<file path="src/rtl/psg_pkg.sv">
package psg_pkg;

    // Level seen on the previous sampling edge of the alignment input
    typedef enum logic {
        LVL_LOW  = 1'b0,
        LVL_HIGH = 1'b1
    } lvl_state_t;

    // Pin source selection
    typedef enum logic {
        SRC_SAMPLE = 1'b0,
        SRC_MARKER = 1'b1
    } pin_src_t;

endpackage

</file>
<file path="src/rtl/psg_edge_fsm.sv">
module psg_edge_fsm
    import psg_pkg::*;
(
    input  logic clk,
    input  logic rst,
    input  logic sync_in,
    output logic rise_o
);

    lvl_state_t state_q;
    lvl_state_t state_d;

    // State register
    always_ff @(posedge clk) begin
        if (rst) begin
            state_q <= LVL_LOW;
        end else begin
            state_q <= state_d;
        end
    end

    // Next state and output
    always_comb begin
        state_d = state_q;
        rise_o  = 1'b0;
        unique case (state_q)
            LVL_LOW: begin
                if (sync_in) begin
                    state_d = LVL_HIGH;
                    rise_o  = 1'b1;
                end
            end
            LVL_HIGH: begin
                if (!sync_in) begin
                    state_d = LVL_LOW;
                end
            end
            default: begin
                state_d = LVL_LOW;
            end
        endcase
    end

    // a held high level never produces a strobe
    p_hold_no_rise_r4: assert property (@(posedge clk) disable iff (rst)
        (state_q == LVL_HIGH) |-> !rise_o);

endmodule

</file>
<file path="src/rtl/psg_phase_ctr.sv">
module psg_phase_ctr #(
    parameter int DIV        = 32,
    parameter int LOAD_PHASE = 0,
    parameter int PHASE_W    = (DIV > 1) ? $clog2(DIV) : 1
) (
    input  logic               clk,
    input  logic               rst,
    input  logic               resync_i,
    output logic [PHASE_W-1:0] count_o,
    output logic               mark_o
);

    localparam logic [PHASE_W-1:0] LAST = PHASE_W'(DIV - 1);
    localparam logic [PHASE_W-1:0] HALF = PHASE_W'(DIV / 2);
    localparam logic [PHASE_W-1:0] LOAD = PHASE_W'(LOAD_PHASE);
    localparam bit POW2 = ((DIV & (DIV - 1)) == 0);

    logic [PHASE_W-1:0] cnt_q;
    logic [PHASE_W-1:0] cnt_inc;

    generate
        if (POW2) begin : g_pow2
            assign cnt_inc = cnt_q + PHASE_W'(1);
        end else begin : g_cmp
            assign cnt_inc = (cnt_q == LAST) ? '0 : cnt_q + PHASE_W'(1);
        end
    endgenerate

    always_ff @(posedge clk) begin
        if (rst) begin
            cnt_q <= '0;
        end else if (resync_i) begin
            cnt_q <= LOAD;
        end else begin
            cnt_q <= cnt_inc;
        end
    end

    assign count_o = cnt_q;
    assign mark_o  = (cnt_q < HALF);

    // a resync strobe leaves the load phase behind it
    p_resync_load_r3: assert property (@(posedge clk) disable iff (rst)
        resync_i |=> (cnt_q == LOAD));

    // wrap from the last count to zero
    p_wrap_r2: assert property (@(posedge clk) disable iff (rst)
        (!resync_i && cnt_q == LAST) |=> (cnt_q == '0));

    // single step otherwise
    p_step_r2: assert property (@(posedge clk) disable iff (rst)
        (!resync_i && cnt_q != LAST) |=> (cnt_q == $past(cnt_q) + PHASE_W'(1)));

    // marker rises only at count zero
    p_mark_rise_r5: assert property (@(posedge clk) disable iff (rst)
        $rose(mark_o) |-> (cnt_q == '0));

endmodule

</file>
<file path="src/rtl/psg_cfg_reg.sv">
module psg_cfg_reg
    import psg_pkg::*;
(
    input  logic     clk,
    input  logic     rst,
    input  logic     we_i,
    input  logic     wdata_i,
    output logic     rdata_o,
    output pin_src_t src_o
);

    logic en_q;

    always_ff @(posedge clk) begin
        if (rst) begin
            en_q <= 1'b0;
        end else if (we_i) begin
            en_q <= wdata_i;
        end
    end

    assign rdata_o = en_q;
    assign src_o   = en_q ? SRC_MARKER : SRC_SAMPLE;

    // a write is visible on the read port after the edge
    p_write_back_r7: assert property (@(posedge clk) disable iff (rst)
        we_i |=> (rdata_o == $past(wdata_i)));

    // without a write the bit holds
    p_hold_r7: assert property (@(posedge clk) disable iff (rst)
        !we_i |=> $stable(rdata_o));

endmodule

</file>
<file path="src/rtl/psg_pin_mux.sv">
module psg_pin_mux
    import psg_pkg::*;
#(
    parameter int SAMPLE_W = 16,
    parameter int DATA_BIT = 3
) (
    input  pin_src_t            src_i,
    input  logic                mark_i,
    input  logic [SAMPLE_W-1:0] sample_i,
    output logic                pin_o
);

    always_comb begin
        unique case (src_i)
            SRC_MARKER: pin_o = mark_i;
            SRC_SAMPLE: pin_o = sample_i[DATA_BIT];
            default:    pin_o = sample_i[DATA_BIT];
        endcase
    end

endmodule

</file>
<file path="src/rtl/phase_sync_gen.sv">
module phase_sync_gen
    import psg_pkg::*;
#(
    parameter int DIV        = 32,
    parameter int SAMPLE_W   = 16,
    parameter int DATA_BIT   = 3,
    parameter int LOAD_PHASE = 0
) (
    input  logic                clk,
    input  logic                rst,
    input  logic                sync_in,
    input  logic [SAMPLE_W-1:0] sample_word,
    input  logic                cfg_we,
    input  logic                cfg_wdata,
    output logic                cfg_rdata,
    output logic                pin_out
);

    localparam int PHASE_W = (DIV > 1) ? $clog2(DIV) : 1;

    logic               rise;
    logic [PHASE_W-1:0] count;
    logic               mark;
    pin_src_t           src;

    psg_edge_fsm u_edge (
        .clk     (clk),
        .rst     (rst),
        .sync_in (sync_in),
        .rise_o  (rise)
    );

    psg_phase_ctr #(
        .DIV        (DIV),
        .LOAD_PHASE (LOAD_PHASE),
        .PHASE_W    (PHASE_W)
    ) u_ctr (
        .clk      (clk),
        .rst      (rst),
        .resync_i (rise),
        .count_o  (count),
        .mark_o   (mark)
    );

    psg_cfg_reg u_cfg (
        .clk     (clk),
        .rst     (rst),
        .we_i    (cfg_we),
        .wdata_i (cfg_wdata),
        .rdata_o (cfg_rdata),
        .src_o   (src)
    );

    psg_pin_mux #(
        .SAMPLE_W (SAMPLE_W),
        .DATA_BIT (DATA_BIT)
    ) u_mux (
        .src_i    (src),
        .mark_i   (mark),
        .sample_i (sample_word),
        .pin_o    (pin_out)
    );

    // a level held across two edges gives no strobe
    p_level_quiet_r4: assert property (@(posedge clk) disable iff (rst)
        (sync_in && $past(sync_in) && !$past(rst)) |-> !rise);

    // a fresh low-to-high sample gives a strobe
    p_edge_fires_r3: assert property (@(posedge clk) disable iff (rst)
        (sync_in && !$past(sync_in) && !$past(rst)) |-> rise);

    // with the bit clear the pin tracks the selected sample bit
    p_sample_path_r8: assert property (@(posedge clk) disable iff (rst)
        !cfg_rdata |-> (pin_out == sample_word[DATA_BIT]));

endmodule

</file>
<file path="config.mk">
export PLATFORM = sky130hd
export DESIGN_NAME = phase_sync_gen
export DESIGN_NICKNAME = d
export VERILOG_FILES = /design/src/rtl/psg_pkg.sv /design/src/rtl/psg_edge_fsm.sv /design/src/rtl/psg_phase_ctr.sv /design/src/rtl/psg_cfg_reg.sv /design/src/rtl/psg_pin_mux.sv /design/src/rtl/phase_sync_gen.sv
export SDC_FILE = /design/constraint.sdc
export NUM_CORES = 1
export LEC_CHECK = 0
export BUFFER_PORTS_ARGS = -buffer_cell sky130_fd_sc_hd__clkbuf_2
export CAP_MARGIN = 15
export CORE_AREA = 3 3 40 42
export CTS_BUF_LIST = sky130_fd_sc_hd__clkbuf_4 sky130_fd_sc_hd__clkbuf_8
export DETAILED_ROUTE_END_ITERATION = 12
export DIE_AREA = 0 0 43 45
export GPL_ROUTABILITY_DRIVEN = 0
export HOLD_SLACK_MARGIN = 0.03
export PLACE_DENSITY = 0.44
export SLEW_MARGIN = 20
export SYNTH_ARGS = -nofsm -noshare
export SYNTH_HDL_FRONTEND = slang
export SYNTH_SLANG_ARGS = --single-unit
</file>
<file path="constraint.sdc">
create_clock -name clk -period 2.8 [get_ports clk]
set_input_delay 0.7 -clock clk [delete_from_list [all_inputs] [get_ports clk]]
set_output_delay 0.7 -clock clk [all_outputs]
set_load 0.05 [all_outputs]
</file>
# Yosys cells after proc, flatten, opt, wreduce, memory -nomap -nowiden
# Cells that the tools add are included.
[totals]
input_bits = 21
regBits = 7
wordCells = 11
output_inout_bits = 2
[classes]
bitwise_logic = 1
n_reduce_logical = 1
n_mux = 4
n_addsub = 1
magnitude_cmp = 1
[op_table]
columns = ["op", "n"]
rows = [
  ["adder 5 x 1 -> 5 bit (second input constant)", 1],
  ["less-than comparator 5 bit (second input constant)", 1],
  ["two-way mux 1 bit", 3],
  ["case mux 1 bit (2 select lines)", 1],
  ["OR reduction 2 bit", 1],
  ["inverter 1 bit", 1],
]

# Depth between registers and ports, before layout
[depth]
word_depth = 3
depth_mapped = 4
mapped_depth_nobuf = 4

# By module
# From an unflattened synthesis, not the netlist that was laid out.
[hier_totals]
cells_unflattened = 27
hier_area_um2 = 311.5
[by_module_without_submodules]
columns = ["module", "area_per_inst_um2", "instances", "cells_per_inst"]
rows = [
  ["psg_phase_ctr", 207.7, 1, 19],
  ["psg_edge_fsm", 47.5, 1, 3],
  ["psg_cfg_reg", 41.3, 1, 4],
  ["psg_pin_mux", 15.0, 1, 1],
]

# Least setup slack after synthesis
# No wires, ideal clock.
[synth_timing]
path_type = "register to output"
start = "register u_cfg.en_q, in the netlist u_cfg.rdata_o"
end = "output pin_out"
required_time_ns = 2.100
path_stages_with_launch = 2
arrival_time_ns = 1.571
path_buffers = 0
setup_slack_ns = 0.529
path_cell_list = "dfxtp_1 > mux2i_1"
[synth_via]
elab_chain_len = 3
[synth_rtl]
columns = ["element", "line_no", "rtl"]
rows = [
  ["from (decl)", "psg_cfg_reg.sv:12", "logic en_q;"],
  ["from (signal assigned)", "psg_cfg_reg.sv:18", "en_q <= wdata_i;"],
  ["two-way mux 1 bit (*)", "psg_cfg_reg.sv:23", "assign src_o = en_q ? SRC_MARKER : SRC_SAMPLE;"],
  ["inverter 1 bit", "psg_pin_mux.sv:14", "unique case (src_i)"],
  ["case mux 1 bit (2 select lines) (*)", "psg_pin_mux.sv:14", ""],
  ["to (decl)", "phase_sync_gen.sv:16", "output logic pin_out"],
]
# Mark *: on every way between the ends. The rest lies on a longest branch, timed or not.

# Final worst setup path
[layout_timing]
start = "input sample_word[3]"
end = "output pin_out"
[layout_via]
elab_chain_len = 1
[layout_rtl]
columns = ["element", "line_no", "rtl"]
rows = [
  ["from (decl)", "phase_sync_gen.sv:12", "input logic [SAMPLE_W-1:0] sample_word,"],
  ["case mux 1 bit (2 select lines)", "psg_pin_mux.sv:14", ""],
]
# Every way passes these cells.

==> impl_metrics.yaml <==
sta:
  slew_violations: 0
  hold_viol: 0
  rsz0062_at_grt: "false"
  timing.fmax_mhz: 525
  skew_ps: 6.49
  fin_hold_ws_ps: 448
  worstMarginPinSlew_ps: 280
  period_minus_slack_ps: 1910
  finalSetupViolCount: 0
  fin_crit_sh: 0.681
  slew_headroom: 0.814
  fin_tns_setup_ps: 0
worst_hold_path:
  min-delay-start: "u_ctr.count_o[0]$_SDFF_PP0_"
  whs_path_depth: 1
  hold_path_class: "reg2reg"
  holdPathEnd: "u_ctr.count_o[0]$_SDFF_PP0_"
critical_path:
  slowest_delay_ps: 290
  slowest_stage: "clkbuf_2"
  rr_worst_depth: 4
  crit_path_max_fanout: 1
  critical_path_required_ps: 2100
  cp_data_arrival_time_ps: 1210
  startpoint_type: "input pin"
  crit_chain: "clkbuf_2 > inv_1 > mux2i_1 > clkbuf_2"
  rr_startpoint: "u_ctr.count_o[0]$_SDFF_PP0_"
  crit_top_cell: "clkbuf_2"
  critPathKind: "in2out"
  endpoint_kind: "output pin"
  reg2reg_to: "u_ctr.count_o[4]$_SDFF_PP0_"
  ff2ff_setup_slack_ps: 1880
final_layout:
  areaGrowthSynthToFinish_pct: 32.7
  drive_gt1_frac: 0.297
  antennaDiodeCount: 0
  nets: 60
  layout_common_cells: "clkbuf_2 (7), dfxtp_1 (7), nor2_1 (6)"
  finalNonFillerCells: 52
  design_area_um2: 340
power:
  netSwitchingPower_mw: 0.0524
  p_sw_frac: 0.230
  p_per_area_nw_per_um2: 670
  p_comb_frac: 0.091
  vdd_ir_drop_max_mv: 0.248
  internal_power_mw: 0.175
  power_mw: 0.228
  total_leakage_power_nw: 0.161
  power.share.sequential: 0.465
  p_clk_frac: 0.444
global_routing:
  grt_pass1_wl_um: 745
  grt_start_max_net_pins: 6
  grt_antenna_before_repair: 0
  overflow: 0
  grt_pass1_vias: 204
  grt_usage: 0.0568
synthesis:
  syn_nets: 48
  synth_xor_area_frac: 0.102
  syn-cell-area_um2: 256
  syn_area_per_cell_um2: 9.87
  synth_adder_area_share: 0.0488
  synthMuxAreaShare: 0.0780
  yosys.area_share.simple: 0.151
  syn-instance-count: 26
  yosys.cell_types.count: 10
  synth_top_family_by_area: "simple AND/OR/NAND/NOR gates"
  yosysWarningCount: 0
  synth-seq-cells: 7
  synth_compound_area_frac: 0.0293
  seq_area_frac_synth: 0.546
cts:
  clockBufferDepth: 2
  cts.clk_slew.worst_paths_ps: 50
  clk_latency_ps: 250
  postCtsHoldBufs: 0
  ctsRootBufferMaster: "clkbuf_4"
  cts-resized-gates: 0
  htreeDepth: 1
  cts_sinks: 7
  numCtsBuffers: 3
  post_cts_buffers: 0
  cts_tree: "yes"
detailed_routing:
  wl_per_cell_um: 8.58
  drc: 0
  vias_per_cell: 3.87
  dr.pass1.iters: 4
  ant_nets: 0
  num_vias: 201
  dr.first_iter.drc_count: 2
  wirelength_um: 446
floorplanning:
  die_w_um: 43
  rows: 13
  io-pin-count: 23
  die_area_um2: 1940
  die-height_um: 45
  initial_core_util: 0.200
  coreArea_um2: 1280
flow_run:
  cap_violations: 0
placed_design:
  portBuffers: 7
  place_area_um2: 310
  post-place-cells: 48
  hpwl_um: 356
run_status:
  status: "finished clean"
critical path: cells and delay by family:
family / cells / cell delay (ps)
buffers and inverters: 3 / 390
multiplexers: 1 / 110
layer usage:
metal	vias up	routed length, um	track usage
li1	104	-	-
met2	12	199	0.0928
met3	0	86	0.0598
met5	-	0	0
met4	0	0	0.0181
met1	85	161	0.0462
flip-flops by register name, indices dropped and copies added (netlist names):
signal,cells
u_ctr.count_o,5
u_edge.state_q,1
u_cfg.rdata_o,1
layout make-up:
| cell class | instances | area (um2) |
|---|---|---|
| Inverter | 3 | 11.3 |
| Fill cell | 141 | 945 |
| Tap cell | 15 | 18.8 |
| Clock buffer | 4 | 30.0 |
| Timing Repair Buffer | 7 | 35.0 |
| Multi-Input combinational cell | 16 | 105 |
| Sequential cell | 7 | 140 |
cells by family after synthesis:
kind of cell               count (synthesis)
and+or+nand+nor                            9
DFF                                        7
xor gates and xnor gates                   3
buffers and inverters                      3
muxes                                      2
AOI/OAI and AO/OA                          1
adders and majority gates                  1
how the worst max path moves through the flow:
stage | from | endpoint | slack (ps) | cells after the start
finish | sample_word[3] | pin_out | 890 | 4
global route | sample_word[3] | pin_out | 860 | 4
CTS | sample_word[3] | pin_out | 880 | 4
detailed placement | sample_word[3] | pin_out | 890 | 4
global placement | sample_word[3] | pin_out | 900 | 4
floorplan | u_cfg.rdata_o$_SDFFE_PP0P_ | pin_out | 530 | 1
synthesized netlist by cell type (all sizes together):
master,instances,area (um2)
inv,3,11.3
nor2,6,22.5
ha,1,12.5
dfxtp,7,140
mux2i,2,20.0
a21o,1,7.51
xor2,2,17.5
xnor2,1,8.76
nor2b,1,6.26
nand3,2,10.0
metrics by stage:
| stage | worst slack, ps | util |
|---|---|---|
| floorplan | 529 | - |
| global placement | 896 | 0.241 |
| detailed placement | 893 | 0.241 |
| CTS | 884 | 0.265 |
| global route | 861 | 0.265 |
| finish | 894 | 0.265 |
power groups by stage:
stage / clock (mW) / sequential, mW / combinational [mW]
floorplan: 0 / 0.110 / 0.0110
finish: 0.101 / 0.106 / 0.0206
global route: 0.109 / 0.107 / 0.0230
CTS: 0.104 / 0.106 / 0.0210
detailed placement: 0 / 0.108 / 0.0208
global placement: 0 / 0.108 / 0.0204
Note: power is estimated with default switching activity, not from simulation.
